<file path="config.mk">
export PLATFORM = sky130hd
export DESIGN_NAME = sram_rdret
export DESIGN_NICKNAME = d
export VERILOG_FILES = /design/src/rtl/sram_rdret_pkg.sv /design/src/rtl/rdret_wake.sv /design/src/rtl/rdret_stage.sv /design/src/rtl/rdret_lane.sv /design/src/rtl/sram_rdret.sv
export SDC_FILE = /design/constraint.sdc
export NUM_CORES = 1
export LEC_CHECK = 0
export BUFFER_PORTS_ARGS = -buffer_cell sky130_fd_sc_hd__buf_2
export CORE_MARGIN = 10
export CORE_UTILIZATION = 54
export CTS_CLUSTER_DIAMETER = 200
export DETAILED_ROUTE_END_ITERATION = 10
export PLACE_DENSITY = 0.84
export SLEW_MARGIN = 10
export SYNTH_ARGS = -nofsm -noshare
export SYNTH_HDL_FRONTEND = slang
export SYNTH_SLANG_ARGS = --single-unit
</file>
<file path="constraint.sdc">
create_clock -name clk_i -period 4.2 [get_ports clk_i]
set_input_delay 0.84 -clock clk_i [delete_from_list [all_inputs] [get_ports clk_i]]
set_output_delay 0.84 -clock clk_i [all_outputs]
set_load 0.01 [all_outputs]
</file>
<file path="src/rtl/sram_rdret_pkg.sv">
package sram_rdret_pkg;
   typedef enum logic [1:0] {
      CMD_DESEL  = 2'b00,
      CMD_READ   = 2'b01,
      CMD_WRITE  = 2'b10,
      CMD_DESEL2 = 2'b11
   } cmd_e;
endpackage

</file>
<file path="src/rtl/rdret_wake.sv">
module rdret_wake #(
   parameter int WAKE_CYCLES = 3
) (
   input  logic clk_i,
   input  logic rst_ni,
   input  logic sleep_i,
   output logic blocked_o
);
   localparam int CW = $clog2(WAKE_CYCLES + 1);
   localparam logic [CW-1:0] WAKE_LD = CW'(WAKE_CYCLES);

   logic [CW-1:0] cnt_q;

   always_ff @(posedge clk_i or negedge rst_ni) begin
      if (!rst_ni)              cnt_q <= '0;
      else if (sleep_i)         cnt_q <= WAKE_LD;
      else if (cnt_q != '0)     cnt_q <= cnt_q - 1'b1;
   end

   assign blocked_o = sleep_i || (cnt_q != '0);
endmodule

</file>
<file path="src/rtl/rdret_stage.sv">
module rdret_stage #(
   parameter int DW = 32,
   parameter int NB = 4
) (
   input  logic          clk_i,
   input  logic          rst_ni,
   input  logic [NB-1:0] vld_i,
   input  logic [DW-1:0] data_i,
   output logic [NB-1:0] vld_o,
   output logic [DW-1:0] data_o
);
   always_ff @(posedge clk_i or negedge rst_ni) begin
      if (!rst_ni) begin
         vld_o  <= '0;
         data_o <= '0;
      end else begin
         vld_o  <= vld_i;
         data_o <= data_i;
      end
   end
endmodule

</file>
<file path="src/rtl/rdret_lane.sv">
module rdret_lane #(
   parameter int BW = 8
) (
   input  logic          pipe_i,
   input  logic          gate_i,
   input  logic          a_vld_i,
   input  logic [BW-1:0] a_data_i,
   input  logic          b_vld_i,
   input  logic [BW-1:0] b_data_i,
   output logic          en_o,
   output logic [BW-1:0] dq_o
);
   logic          vld;
   logic [BW-1:0] sel;

   always_comb begin
      // a pending pipelined word is dropped once stage A holds no read
      vld  = pipe_i ? (b_vld_i && a_vld_i) : a_vld_i;
      sel  = pipe_i ? b_data_i : a_data_i;
      en_o = vld && gate_i;
      dq_o = en_o ? sel : '0;
   end
endmodule

</file>
<file path="src/rtl/sram_rdret.sv">
module sram_rdret #(
   parameter int DATA_W      = 32,
   parameter int BYTE_W      = 8,
   parameter int WAKE_CYCLES = 3
) (
   input  logic              clk_i,
   input  logic              rst_ni,
   input  logic              pipe_mode_i,
   input  logic [1:0]        cmd_i,
   input  logic [DATA_W-1:0] rd_data_i,
   input  logic              oe_ni,
   input  logic              sleep_i,
   output logic [DATA_W-1:0] dq_o,
   output logic [DATA_W/BYTE_W-1:0] dq_en_o
);
   import sram_rdret_pkg::*;

   localparam int NB = DATA_W / BYTE_W;

   if (DATA_W % BYTE_W != 0) begin : g_bad_width
      $error("DATA_W must be a multiple of BYTE_W");
   end
   if (WAKE_CYCLES < 1) begin : g_bad_wake
      $error("WAKE_CYCLES must be at least 1");
   end

   logic              blocked;
   logic              take_read;
   logic [NB-1:0]     a_vld, b_vld;
   logic [DATA_W-1:0] a_data, b_data;
   logic              gate;

   rdret_wake #(.WAKE_CYCLES(WAKE_CYCLES)) u_wake (
      .clk_i     (clk_i),
      .rst_ni    (rst_ni),
      .sleep_i   (sleep_i),
      .blocked_o (blocked)
   );

   assign take_read = !blocked && (cmd_e'(cmd_i) == CMD_READ);

   rdret_stage #(.DW(DATA_W), .NB(NB)) u_cap (
      .clk_i  (clk_i),
      .rst_ni (rst_ni),
      .vld_i  ({NB{take_read}}),
      .data_i (rd_data_i),
      .vld_o  (a_vld),
      .data_o (a_data)
   );

   rdret_stage #(.DW(DATA_W), .NB(NB)) u_oreg (
      .clk_i  (clk_i),
      .rst_ni (rst_ni),
      .vld_i  (a_vld),
      .data_i (a_data),
      .vld_o  (b_vld),
      .data_o (b_data)
   );

   assign gate = !oe_ni && !sleep_i;

   for (genvar i = 0; i < NB; i++) begin : g_lane
      rdret_lane #(.BW(BYTE_W)) u_lane (
         .pipe_i   (pipe_mode_i),
         .gate_i   (gate),
         .a_vld_i  (a_vld[i]),
         .a_data_i (a_data[i*BYTE_W +: BYTE_W]),
         .b_vld_i  (b_vld[i]),
         .b_data_i (b_data[i*BYTE_W +: BYTE_W]),
         .en_o     (dq_en_o[i]),
         .dq_o     (dq_o[i*BYTE_W +: BYTE_W])
      );
   end
endmodule

</file>
==> flow_summary.yaml <==
run_status:
  status: "complete, no violations"
yosys:
  synth.top_cell.area_share_pct: 67.56
  syn_area_um2: 2519
  ys_async_sr_fraction_pct: 100.0
  synth_edf_count: 0
  post-synth-top-area-cell: "dfrtp_1"
  ys_top_cells_by_count: "dfrtp_1, mux2i_1, nor3_2"
  synth_cell_type_count: 16
  synth.area.top_cells: "dfrtp_1, mux2i_1, nor3_2"
  syn_area_per_cell_um2: 15.84
  yosysSeqAreaShare_pct: 67.56
  synth_most_common_cell: "dfrtp_1"
  ys.flop_type: "dfrtp_1"
  synthesis.instances: 159
  syn_nets: 199
  yosysWarnings: 0
  yosys_register_bits: 68
setup_path:
  end_kind: "output port"
  crit_buf_inv: 2
  path_class: "primary input to output port"
  worstPathRequired_ns: 3.36
  cp_max_fo: 33
  max_stage_delay_ns: 0.86
  crit_chain: "buf_2 > or3b_2 > nor2_1 > buf_2"
  reg2regPathDepth: 4
  cp.depth: 4
  critPathMostFrequentCell: "buf_2"
  critical-path-top-delay-family: "simple AND/OR/NAND/NOR gates"
  cp-start-kind: "primary input"
  slowest_stage: "or3b_2"
  arrival_ns: 2.31
clock_tree:
  holdBufCountCts: 0
  cts-root-buf: "clkbuf_8"
  worstSkewPairLatency_ns: 0.33
  cts_resized: 0
  cts_setup_buffers: 0
  cts_tree: "yes"
  htree_num_levels: 3
  cts_buffers: 9
  clockBufferDepth: 2
  clock_sinks: 68
  clkTransAtPathRegs_ns: 0.07
sta:
  fin_skew_ns: 0.006043
  worstMarginPinSlew_ns: 1.033
  fin_crit_ns: 3.149
  drv_slew: 0
  period_share_pct: 74.97
  max_freq_ghz: 0.3176
  hold_violations: 0
  finalSetupViolCount: 0
  relSlewSlack_pct: 31.13
  rsz0062_at_grt: "false"
  finalSetupTns_ns: 0
layout:
  n_antenna_cell: 0
  fin_nets: 272
  fin_cells: 287
  postLayoutCoreUtil_pct: 68.67
  drive_above_1_share_pct: 52.34
  finish.instance_area_um2: 3052
  area_delta_synth_final_pct: 21.16
detailed_routing:
  routedWlPerCell_um: 16.66
  drtIter0Drc: 59
  wirelength_um: 4780
  drcViolationCount: 0
  drtAntennaViolNets: 0
  dr_total_vias: 1431
  firstDrtPassIters: 4
  via_per_inst: 4.986
power_and_ir_drop:
  p_clk_share_pct: 36.8
  peakVddDrop_uv: 334.0
  switching_share_pct: 22.30
  combPwrFrac_pct: 7.5
  power_mw: 1.270
  netSwitchingPower_mw: 0.2832
  p_seq_share_pct: 55.7
  power_density_nw_per_um2: 416.1
  p_leak_nw: 1.521
  p_int_mw: 0.9866
place:
  portBuffers: 74
  place_area_um2: 2877
  dp_cells: 273
  place_congestion: 0.7052
  hpwl_um: 3488
hold_path:
  whs_path_depth: 0
  worstHoldPathType: "flip-flop to flip-flop"
global_routing:
  antenna_found_initial: 0
  grtUsageTotal_pct: 13.20
  grt_max_degree: 40
  grt_pass1_wl_um: 7824
  grt_pass1_vias: 1640
  gr-total-overflow: 0
floorplan:
  core_um2: 4444
  initial_core_util_pct: 56.67
  die_h_um: 88.30
  dieArea_um2: 7796
  die_x_um: 88.30
  num_rows: 24
  io_pins: 75
job:
  cap_violations: 0
worst reg2reg max path, cell delays in order, from the launching register on:
cell,delay [ns]
dfrtp_1,0.39
inv_1,0.06
ha_1,0.21
nor2_1,0.07
a211o_1,0.26
cells by family (layout without fill, tap and decap cells):
kind of cell / after synthesis / in the layout / synth area share (%)
compound gates: 1 / 1 / 0.3478
fa+ha+maj: 1 / 1 / 0.4967
simple gates: 38 / 38 / 13.66
xor+xnor: 1 / 1 / 0.3478
mux: 32 / 32 / 12.72
flops: 68 / 68 / 67.56
buf+inv: 18 / 94 / 4.868
metrics by stage:
stage	hold slack (ns)	setup WS (ns)
final	0.3730	1.051
after floorplan	0.3451	1.542
after global placement	0.3549	1.062
after detailed placement	0.3626	1.035
after CTS	0.3757	1.035
after global routing	0.3772	0.9353
flip-flops by register name (all words and copies together), names as in the netlist:
register,cells
u_cap.vld_o,1
u_oreg.vld_o,1
u_cap.data_o,32
u_oreg.data_o,32
u_wake.cnt_q,2
cells in the final DEF, fill, tap and decap left out, drive strengths merged:
cell,count
mux2i,32
a211o,1
buf,78
inv,2
nand2b,1
nor3,32
xor2,1
or3b,1
dfrtp,68
clkinv,2
clkbuf,12
nor2b,1
nor4bb,1
nor2,2
ha,1
worst paths after layout:
| kind | end | from | slack (ns) |
|---|---|---|---|
| hold reg to reg | u_oreg.data_o[9] | u_cap.data_o[9] | 0.37 |
| min in group asynchronous | u_cap.data_o[31] | rst_ni | 0.53 |
| setup / recovery | dq_en_o[1] | sleep_i | 1.05 |
| hold / removal | u_oreg.data_o[9] | u_cap.data_o[9] | 0.37 |
| max in group asynchronous | u_oreg.data_o[1] | rst_ni | 2.74 |
| setup reg to reg | u_wake.cnt_q[1] | u_wake.cnt_q[0] | 3.09 |
routing by layer:
| metal | up-vias | wire (um) | global-route usage (%) |
|---|---|---|---|
| li1 | 686 | - | - |
| met1 | 695 | 1989 | 15.70 |
| met2 | 44 | 2401 | 20.63 |
| met5 | - | 0 | 0 |
| met3 | 6 | 330 | 5.790 |
| met4 | 0 | 58 | 5.286 |
power by group through the flow:
stage	sequential, mW	combinational [mW]	clock, mW
detailed placement	0.721	0.0966	0
global route	0.711	0.107	0.516
finish	0.708	0.0947	0.467
floorplan	0.715	0.0563	0
global placement	0.718	0.0942	0
CTS	0.708	0.0971	0.483
layout make-up:
type	instances	area, um^2
flip-flops and latches	68	1702
fillers	335	1393
multi-input cells	73	701.9
repair buffers	78	400.4
clock buffers	12	165.2
well taps	52	65.06
clock inverters	2	10.01
inverters	2	7.507
Note: power is estimated with default switching activity, not from simulation.
